==> src/rtl/edge_capture_unit.sv <==
module edge_capture_unit #(
  parameter int TW    = 16,
  parameter int DEPTH = 4
) (
  input  logic          clk,
  input  logic          rst_n,
  input  logic          cap_in,
  input  logic [TW-1:0] tmr_a,
  input  logic [TW-1:0] tmr_b,
  input  logic          ctl_wr,
  input  logic [2:0]    ctl_mode,
  input  logic          ctl_tsel,
  input  logic [1:0]    ctl_irqn,
  input  logic          rd_en,
  output logic [TW-1:0] rd_data,
  output logic          buf_ne,
  output logic          ovf,
  output logic          irq
);
  localparam int AW = $clog2(DEPTH);
  localparam logic [AW:0] FULL = (AW+1)'(DEPTH);

  logic [2:0]    sh;
  logic [2:0]    mode_q;
  logic          tsel_q;
  logic [1:0]    irqn_q;
  logic [3:0]    pre_cnt;
  logic [1:0]    irq_cnt;
  logic [TW-1:0] mem [DEPTH];
  logic [AW-1:0] wp, rp;
  logic [AW:0]   fill;
  logic          rise, fall, pre_hit, ev, wr, drop, pop;

  assign rise    = sh[1] & ~sh[2];
  assign fall    = ~sh[1] & sh[2];
  assign pre_hit = pre_cnt == ((mode_q == 3'b100) ? 4'd3 : 4'd15);

  always_comb begin
    case (mode_q)
      3'b001:         ev = rise | fall;
      3'b010:         ev = fall;
      3'b011:         ev = rise;
      3'b100, 3'b101: ev = rise & pre_hit;
      default:        ev = 1'b0;
    endcase
  end

  assign wr     = ev && (fill != FULL);
  assign drop   = ev && (fill == FULL);
  assign pop    = rd_en && (fill != '0);
  assign buf_ne = fill != '0;

  always_ff @(posedge clk) begin
    if (!rst_n) sh <= '0;
    else        sh <= {sh[1:0], cap_in};
  end

  always_ff @(posedge clk) begin
    if (!rst_n) begin
      mode_q <= '0;
      tsel_q <= 1'b0;
      irqn_q <= '0;
    end else if (ctl_wr) begin
      mode_q <= ctl_mode;
      tsel_q <= ctl_tsel;
      irqn_q <= ctl_irqn;
    end
  end

  always_ff @(posedge clk) begin
    if (!rst_n || ctl_wr)
      pre_cnt <= '0;
    else if (mode_q == 3'b100 || mode_q == 3'b101) begin
      if (rise) pre_cnt <= pre_hit ? 4'd0 : pre_cnt + 4'd1;
    end else
      pre_cnt <= '0;
  end

  always_ff @(posedge clk) begin
    if (wr) mem[wp] <= tsel_q ? tmr_b : tmr_a;
  end

  always_ff @(posedge clk) begin
    if (!rst_n) begin
      wp      <= '0;
      rp      <= '0;
      fill    <= '0;
      rd_data <= '0;
      ovf     <= 1'b0;
    end else begin
      if (wr) wp <= wp + 1'b1;
      if (pop) begin
        rp      <= rp + 1'b1;
        rd_data <= mem[rp];
      end
      case ({wr, pop})
        2'b10:   fill <= fill + 1'b1;
        2'b01:   fill <= fill - 1'b1;
        default: fill <= fill;
      endcase
      if (drop)                             ovf <= 1'b1;
      else if (pop && !wr && fill == 1)     ovf <= 1'b0;
    end
  end

  always_ff @(posedge clk) begin
    if (!rst_n || ctl_wr) begin
      irq_cnt <= '0;
      irq     <= 1'b0;
    end else begin
      irq <= 1'b0;
      if (wr) begin
        if (irq_cnt == irqn_q) begin
          irq_cnt <= '0;
          irq     <= 1'b1;
        end else
          irq_cnt <= irq_cnt + 2'd1;
      end
    end
  end
endmodule


==> config.mk <==
export PLATFORM = sky130hd
export DESIGN_NAME = edge_capture_unit
export DESIGN_NICKNAME = d
export VERILOG_FILES = /design/src/rtl/edge_capture_unit.sv
export SDC_FILE = /design/constraint.sdc
export NUM_CORES = 1
export LEC_CHECK = 0
export ABC_CLOCK_PERIOD_IN_PS = 2900
export BUFFER_PORTS_ARGS = -buffer_cell sky130_fd_sc_hd__buf_2
export CAP_MARGIN = 20
export CORE_MARGIN = 3
export CORE_UTILIZATION = 40
export DETAILED_ROUTE_END_ITERATION = 6
export GPL_ROUTABILITY_DRIVEN = 1
export PLACE_DENSITY = 0.56
export SETUP_SLACK_MARGIN = 0.05
export SLEW_MARGIN = 20
export SYNTH_ARGS = -nofsm -noshare
export SYNTH_HDL_FRONTEND = slang
export SYNTH_SLANG_ARGS = --single-unit
==> constraint.sdc <==
create_clock -name clk -period 2.9 [get_ports clk]
set_input_delay 0.58 -clock clk [delete_from_list [all_inputs] [get_ports clk]]
set_output_delay 0.58 -clock clk [all_outputs]
set_load 0.01 [all_outputs]
# After elaboration in Yosys (flattened, before gate mapping)

Memories as Yosys holds them, arrays and structs flattened. A register that Yosys moved wholly into a read port is not among the register bits.
Index checks and enable logic that the tools add are counted.

Reductions and logical operators: 16
Bitwise operators: 8
Multiplexer cells: 11
$add $sub $neg: 6
Equal/unequal tests: 12

Operators by type and width:

| cell                                                                | count |
|---|---|
| 16-bit two-way mux                                                  | 1 |
| 3-bit == test (second input constant)                               | 3 |
| 4-bit two-way mux                                                   | 2 |
| 2-bit by 1-bit adder with 2-bit output (second input constant)      | 3 |
| 3-bit by 1-bit == test with 1-bit output (second input constant)    | 2 |
| 3-bit by 2-bit == test with 1-bit output (second input constant)    | 2 |
| 3-bit case mux with 2 select lines                                  | 1 |
| 2-bit OR reduction                                                  | 3 |
| 1-bit logical AND                                                   | 5 |
| 1-bit two-way mux                                                   | 5 |
| 4-bit by 1-bit adder with 4-bit output (second input constant)      | 1 |
| 4-bit == test                                                       | 1 |
| 1-bit inverter                                                      | 4 |
| 1-bit case mux with 4 select lines                                  | 1 |
| 2-bit nonzero test                                                  | 2 |
| 3-bit by 1-bit adder with 3-bit output (second input constant)      | 1 |
| 1-bit AND                                                           | 3 |
| 1-bit zero test                                                     | 3 |
| 3-bit inequality test (second input constant)                       | 1 |
| 3-bit nonzero test                                                  | 1 |
| 3-bit by 1-bit subtractor with 3-bit output (second input constant) | 1 |
| 2-bit by 1-bit == test with 1-bit output (second input constant)    | 1 |
| 2-bit == test                                                       | 1 |
| 2-bit == test (second input constant)                               | 1 |
| 3 further kinds                                                     | 4 |

Bits in writable memories: 64
Memories: 1
Register bits: 24
Bits of input ports: 43
Output and inout bits: 19
Logic and storage cells: 65

Memory list:

| name | words | width | read ports | clocked after Yosys merged registers in | wr ports | line | source |
|---|---|---|---|---|---|---|---|
| mem  | 4     | 16    | 1          | 1                                       | 1        | 29   | `logic [TW-1:0] mem [DEPTH];` |

# Depth between registers and ports, before layout

Gate-level depths: netlist (run 1).

Word-level depth: 11
Gate-level depth with buffers: 10
Mapped depth without buffers: 10

# Worst setup path after synthesis (run 1)

No wires, ideal clock.

Kind: flip-flop to flip-flop
From: reg pre_cnt[3]
To: reg fill[2]
Clock period less this slack: 2304 ps
Required time: 2824 ps
Cell stages (with the launch flop): 8
Path buffers: 0
Setup time: 76 ps
Setup slack: 596 ps
Arrival time: 2229 ps
Path through: dfxtp_1 > or3_4 > a2111oi_4 > o21a_4 > inv_4 > ha_1 > or3_1 > a21boi_0

Longest elaborated chain between the ends: 6
Elaborated cells on any way between the ends: 8
Classes of those cells: eq/ne (3); mux (2); bitwise (1); reduce/logical (2)

Ends and longest elaborated chain:

| element                                                                   | line | source |
|---|---|---|
| from (decl)                                                               | 27   | `logic [3:0] pre_cnt;` |
| from (signal assigned)                                                    | 74   | `if (rise) pre_cnt <= pre_hit ? 4'd0 : pre_cnt + 4'd1;` |
| 4-bit == test *                                                           | 36   | `assign pre_hit = pre_cnt == ((mode_q == 3'b100) ? 4'd3 : 4'd15);` |
| 1-bit AND *                                                               | 43   | `3'b100, 3'b101: ev = rise & pre_hit;` |
| 1-bit case mux with 4 select lines *                                      | 39   | `case (mode_q)` |
| 1-bit logical AND *                                                       | 48   | `assign wr = ev && (fill != FULL);` |
| 2-bit by 1-bit == test with 1-bit output or 2-bit == test (tied branches) | 96   | `case ({wr, pop})` |
| 3-bit case mux with 2 select lines or 2-bit nonzero test (tied branches)  | n/a  |  |
| to (signal assigned)                                                      | 97   | `2'b10: fill <= fill + 1'b1;` |
| to (signal assigned)                                                      | 98   | `2'b01: fill <= fill - 1'b1;` |
| to (signal assigned)                                                      | 99   | `default: fill <= fill;` |
| to (decl)                                                                 | 31   | `logic [AW:0] fill;` |

Mark *: on every way between the ends. The rest lies on a longest branch, timed or not.
A chain may end at the register's enable or synchronous reset.

# Worst setup path in the final report (run 1)

Same ends and word-level chain as after synthesis.

==> results of run 1 <==
through the flow:
stage	instance area [µm²]	std cells	util (%)	total power (W)
after floorplan	4402	311	-	0.001871
after global placement	4856	499	46.21	0.001978
after detailed placement	4856	499	46.21	0.001981
after CTS	5016	514	47.73	0.002780
after global routing	5016	514	47.73	0.002878
final	5016	514	47.73	0.002734
state kept, by name, summed over array words and instances, names as in the netlist:
register  count
fill          3
irq           1
irq_cnt       2
irqn_q        2
mem          64
mode_q        3
ovf           1
pre_cnt       4
rd_data      16
rp            2
sh            3
tsel_q        1
wp            2
power breakdown:
group          leakage [nW]  switching (W)  total (W)  internal [W]
Clock                0.0778       0.000485   0.000797      0.000312
Combinational         0.814       0.000148   0.000295      0.000147
Sequential            0.901      0.0000326    0.00164       0.00161
cell families (layout without fill, tap and decap cells):
family | count (synthesis) | after routing | synth area share, %
xor+xnor | 6 | 6 | 1.194
compound gates | 34 | 34 | 6.054
simple gates | 88 | 88 | 10.55
fa+ha+maj | 12 | 12 | 3.411
flops | 104 | 104 | 61.85
mux | 43 | 43 | 14.78
buf+inv | 24 | 91 | 2.160
placed cells by master (no fill, tap or decap), types with 2 or more instances in the layout:
| master | Yosys | layout |
|---|---|---|
| a21boi_0 | 18 | 18 |
| nand4_1 | 2 | 2 |
| ha_1 | 12 | 12 |
| and2_2 | 4 | 4 |
| nor3b_1 | 2 | 2 |
| o21ai_0 | 7 | 7 |
| nand2b_1 | 4 | 4 |
| xor2_1 | 2 | 2 |
| xnor2_1 | 4 | 4 |
| mux4_2 | 16 | 16 |
| mux2_2 | 16 | 16 |
| nor2b_1 | 8 | 8 |
| o211ai_1 | 2 | 2 |
| or3_1 | 2 | 2 |
| mux2i_1 | 11 | 11 |
| dfxtp_1 | 40 | 40 |
| nor2_1 | 3 | 3 |
| clkbuf_1 | 9 | 2 |
| buf_4 | 0 | 4 |
| clkinv_1 | 1 | 2 |
| buf_2 | 2 | 61 |
| inv_6 | 0 | 2 |
| inv_1 | 9 | 9 |
| nand3_1 | 5 | 5 |
| clkbuf_8 | 0 | 9 |
| edfxtp_1 | 64 | 64 |
| nand2_1 | 43 | 43 |
| and2_1 | 7 | 7 |
| a21oi_1 | 2 | 2 |
critical path, stage by stage (launching register included):
cell and delay (ns):
dfxtp_1 0.37, or3_4 0.41, a2111oi_4 0.44, o21a_4 0.25, inv_4 0.06, ha_1 0.35, or3_1 0.35, a21boi_0 0.15
area by class of cell:
class,instances,area share (%)
Multi-Input combinational cell,183,31.58
Sequential cell,104,54.28
Inverter,11,0.8730
Timing Repair Buffer,65,6.685
Clock buffer,11,2.619
Tap cell,136,3.392
Clock inverter,4,0.5737
routing by layer:
layer  vias to the layer above  global-route usage [%]
met3                        11                   4.367
met1                      1242                   18.19
met4                         0                   4.433
met2                        51                   22.37
li1                       1255                       -
met5                         -                       0
path summary, 6_finish.rpt:
path	start	to	slack (ns)	cells past startpoint
max reg2reg	pre_cnt[3]	fill[2]	0.45	7
min	cap_in	sh[0]	0.42	2
min reg2reg	sh[0]	sh[1]	0.45	1
max	pre_cnt[3]	fill[2]	0.45	7
==> metrics, run 1 <==
main flop type after synthesis=edfxtp_1; vias in the first global route=2,576; EDFF count, synth=64; Yosys top cell by area=edfxtp_1; Fin Hold WS=0.4228 ns; share of layout cells above drive strength 1=32.01%; Mean Syn Cell Area=14.15 µm²; min cycle time layout=2.451 ns; setup slack after layout=0.4494 ns; top sig layer=met4; period utilization=84.50%; largest net degree at the start of global routing=37; CTS Hold Buffers Added=0; RSZ-0062 raised after global routing=false; clk_skew=0.009983 ns; met3 routed WL=375 µm; Die Span Y=110.9 µm; Num CTS Buffers=9; number of detailed-route iterations in the first pass=4; leading cell type by number of instances after synthesis=edfxtp_1; measured slew at the worst slew-check pin=0.8711 ns; status=finished clean; Die W=110.9 µm; Avg Vias per Cell=4.979; CP startpoint kind=flop; largest fanout on the critical path=7; register area=0.002723 mm²; drt wl/cell=15.61 µm; fill count=948; Root Driver=clkbuf_8; Yosys reg bits=104; Std-Cell Rows=37; Distinct cells, synth=41; met2 WL post-DR=3860 µm; share of the synthesized area in the top cell type=43.66%; Async SR Flop Fraction=0%; area of the multi-input gates=0.001584 mm²; sequential fraction of the synthesis area=61.85%; initial cell density of the core=41.89%; Final nets=429; normalized max-slew margin=41.85%; cts repair resizes=0; n_diodes=0; critical path class=reg -> reg; CTS Buffer Depth=2; Via Count=2,559; Routed Antenna Nets=0; DRC=0; Peak VDD IR=0.3369 mV; Max Transition Viols Final=0; gr usage total=13.98%; final hold violation count=0; Core Area=0.01051 mm²; Post-Syn Area=0.004402 mm²; CTS tree=done; CTS sink cnt=104; Synth top cells by count=64 x edfxtp_1, 43 x nand2_1, 40 x dfxtp_1; met1 wire length=3681 µm; first-pass GRT wire length=13,460 µm; type of the most critical hold path=in -> reg; synth top area cells=edfxtp_1 44%, dfxtp_1 18%, mux4_2 8.2%, mux2_2 4.1%, nand2_1 3.7%; Area growth, synth to finish=13.96%; Worst-Skew Late Latency=0.36 ns; Synthesis Warnings=0; grt ovf=0; pwr/cell area=545.1 mW/mm²; PortBufs=61; CP endpoint kind=flop; clock-pin slew on the worst setup and hold paths=0.09 ns; initial antenna violation count=0; crit path DAT=2.74 ns; Finish-stage setup viols=0; max-cap violations=0; die area=0.01230 mm²; P_leak=1.793 nW; final wirelength=8021 µm; Synth Net Count=366; CP Data Required Time=3.19 ns; cells after synthesis=311; Max Freq=0.4081 GHz; gpl congestion=0.7716; initial drt markers=110; Ports=62; Place WS=0.4478 ns; setup TNS=0 ns; setup bufs post-CTS=0; H-tree Lvls=3; half-perimeter wire length after placement=5306 µm
(Power assumes the default switching activity.)
==> run 2, diff against run 1 <==
--- a/config.mk
+++ b/config.mk
@@ -5,7 +5,7 @@
 export SDC_FILE = /design/constraint.sdc
 export NUM_CORES = 1
 export LEC_CHECK = 0
-export ABC_CLOCK_PERIOD_IN_PS = 2900
+export ABC_CLOCK_PERIOD_IN_PS = 2480
 export BUFFER_PORTS_ARGS = -buffer_cell sky130_fd_sc_hd__buf_2
 export CAP_MARGIN = 20
 export CORE_MARGIN = 3
==> constraint.sdc (replaced) <==
create_clock -name clk -period 2.48 [get_ports clk]
set_input_delay 0.496 -clock clk [delete_from_list [all_inputs] [get_ports clk]]
set_output_delay 0.496 -clock clk [all_outputs]
set_load 0.01 [all_outputs]
==> run 2 against run 1 <==
Against the previous run: sequential share of layout area shrank 2.1 points; worst setup slack lost 0.28 ns; fmax grew 5.9%; largest power group unchanged; die area is the same; cell area grew 4.0%; clock power grew 46%; critical path depth grew 1; first-iteration DRC count shrank 32%; global-route usage grew 0.49 points; hold slack lost 0.083 ns; clock skew shrank 0.0040 ns; non-clock buffer count grew 12; critical path type unchanged.
==> metrics, run 2 (synthesis results as in run 1) <==
status=finished clean; max reg flops=64 (unchanged); gr usage total=14.47% (+0.49 points); Worst path depth=8 (+1); Area growth, synth to finish=18.56%; max-cap violations=0 (unchanged); Ports=62 (unchanged); final hold violation count=0 (unchanged); CP max-delay cell=or3_4; Core Area=0.01051 mm² (unchanged); Max Transition Viols Final=0 (unchanged); Biggest register=mem; gpl congestion=0.7968 (+3.3%); grt ovf=0 (unchanged); Tot Pwr=0.003431 W (+25%); clk_skew=0.005997 ns (-0.003986 ns); most frequent cells in the layout=64 x edfxtp_1, 61 x buf_2, 43 x nand2_1; Max Freq=0.4322 GHz (+5.9%); Routed Antenna Nets=0 (unchanged); CP Data Required Time=2.77 ns (-0.42 ns); CTS Hold Buffers Added=0 (unchanged); Finish-stage setup viols=0 (unchanged); Critical R2R Launch=pre_cnt[3]; period utilization=93.31% (+8.8 points); Peak VDD IR=0.3079 mV (-8.6%); largest net degree at the start of global routing=37 (unchanged); pwr/cell area=657.4 mW/mm² (+21%); Top Registers=mem x64, rd_data x16, pre_cnt x4; R2R cell count=8 (+1); critical path class=reg -> reg; final wirelength=8214 µm (+2.4%); crit-path cells=or3_4 -> a2111oi_4 -> o21a_4 -> inv_4 -> ha_1 -> mux2i_1 -> or3_1 -> a21boi_0; commonest non-fill, non-tap cell in the layout=edfxtp_1; r2r endpoint=fill[2]; Buf+Inv Stages, Crit Path=1 (unchanged); RSZ-0062 raised after global routing=false; Root Driver=clkbuf_8; Place WS=0.09484 ns (-0.3530 ns); Final nets=441 (+2.8%); type of the most critical hold path=in -> reg; CP startpoint kind=flop; setup TNS=0 ns (unchanged); Num CTS Buffers=9 (unchanged); crit path DAT=2.60 ns (-0.14 ns); first-pass GRT wire length=14,060 µm (+4.5%); CP endpoint kind=flop; final core occ=49.66% (+1.9 points); initial cell density of the core=41.89% (unchanged); Worst-Skew Late Latency=0.36 ns (about the same); Via Count=2,595 (+1.4%); vias in the first global route=2,746 (+6.6%); delay-heaviest family, CP=compound AO/OA/AOI/OAI gates; CTS sink cnt=104 (unchanged); normalized max-slew margin=75.44% (+34 points); PortBufs=61 (unchanged); min cycle time layout=2.314 ns (-0.1366 ns); hold_sp=cap_in; H-tree Lvls=3 (unchanged); CTS tree=done; post-placement cell count=508 (+1.8%); Non-Filler Instances=527 (+2.5%); die area=0.01230 mm² (unchanged); initial drt markers=75 (-32%); n_diodes=0 (unchanged); initial antenna violation count=0 (unchanged); measured slew at the worst slew-check pin=0.3683 ns (-0.5028 ns); largest fanout on the critical path=7 (unchanged); hold depth=2 (unchanged); CTS Buffer Depth=2 (unchanged); drt wl/cell=15.59 µm (-0.12%); sink of the worst hold path=sh[0]; Std-Cell Rows=37 (unchanged); largest stage delay on the critical path=0.40 ns (-0.04 ns); number of detailed-route iterations in the first pass=4 (unchanged); half-perimeter wire length after placement=5402 µm (+1.8%); P_leak=1.901 nW (+6.0%); Die Span Y=110.9 µm (unchanged); setup slack after layout=0.1660 ns (-0.2834 ns); DRC=0 (unchanged); clock-pin slew on the worst setup and hold paths=0.10 ns (about the same); Worst R2R Setup Slack=0.17 ns (-0.28 ns); share of layout cells above drive strength 1=35.04% (+3.0 points); Avg Vias per Cell=4.924 (-1.1%); fill count=931 (-1.8%); Die W=110.9 µm (unchanged)
[run 2: cell count changes in the layout (fill, tap and decap cells not counted), moves of 2 or more]
cell,previous run,this run
bufinv_16,0,2
clkbuf_1,2,0
buf_4,4,12
buf_12,0,4
[run 2: through the flow]
step	hold WS [ns]	cell area [µm²]
3_3_place_gp	0.4266	4974
4_1_cts	0.3228	5192
6_report	0.3401	5219
3_5_place_dp	0.4283	4974
5_1_grt	0.3164	5219
2_1_floorplan	0.4119	4402
[run 2: layout make-up]
type                    count  area, µm²  share of cell area [%]
clock inverters             6      81.33                   1.558
clock buffers              10      137.6                   2.637
multi-input cells         183       1587                   30.40
flip-flops and latches    104       2724                   52.19
inverters                  11      43.79                  0.8391
well taps                 136      170.2                   3.261
repair buffers             77      475.5                   9.111
[run 2: worst max-delay path by stage]
stage                     slack, ns        from  endpoint
final                          0.17  pre_cnt[3]   fill[2]
after global placement         0.16  pre_cnt[3]   fill[2]
after detailed placement       0.09  pre_cnt[3]   fill[2]
after floorplan                0.18  pre_cnt[3]   fill[2]
after global routing           0.05   mode_q[0]   fill[2]
after CTS                      0.07  pre_cnt[3]   fill[2]
[run 2: layer usage]
metal / track usage [%] / wire length (µm)
met5: 0 / 0
met4: 6.240 / 134
met1: 19.57 / 3844
met2: 22.90 / 3976
met3: 2.620 / 259
[run 2: what timing repair did]
item | CTS | global route
resized for setup | 0 | 2
setup endpoints to repair | 0 | 2
endpoints found under the hold margin | 0 | 0
buffers inserted | 0 | 3
[run 2: power by group]
part / switching (W) / internal, W
Clock: 0.000563 / 0.000592
Combinational: 0.000188 / 0.000181
Sequential: 0.0000249 / 0.00188
Total: 0.000776 / 0.00265
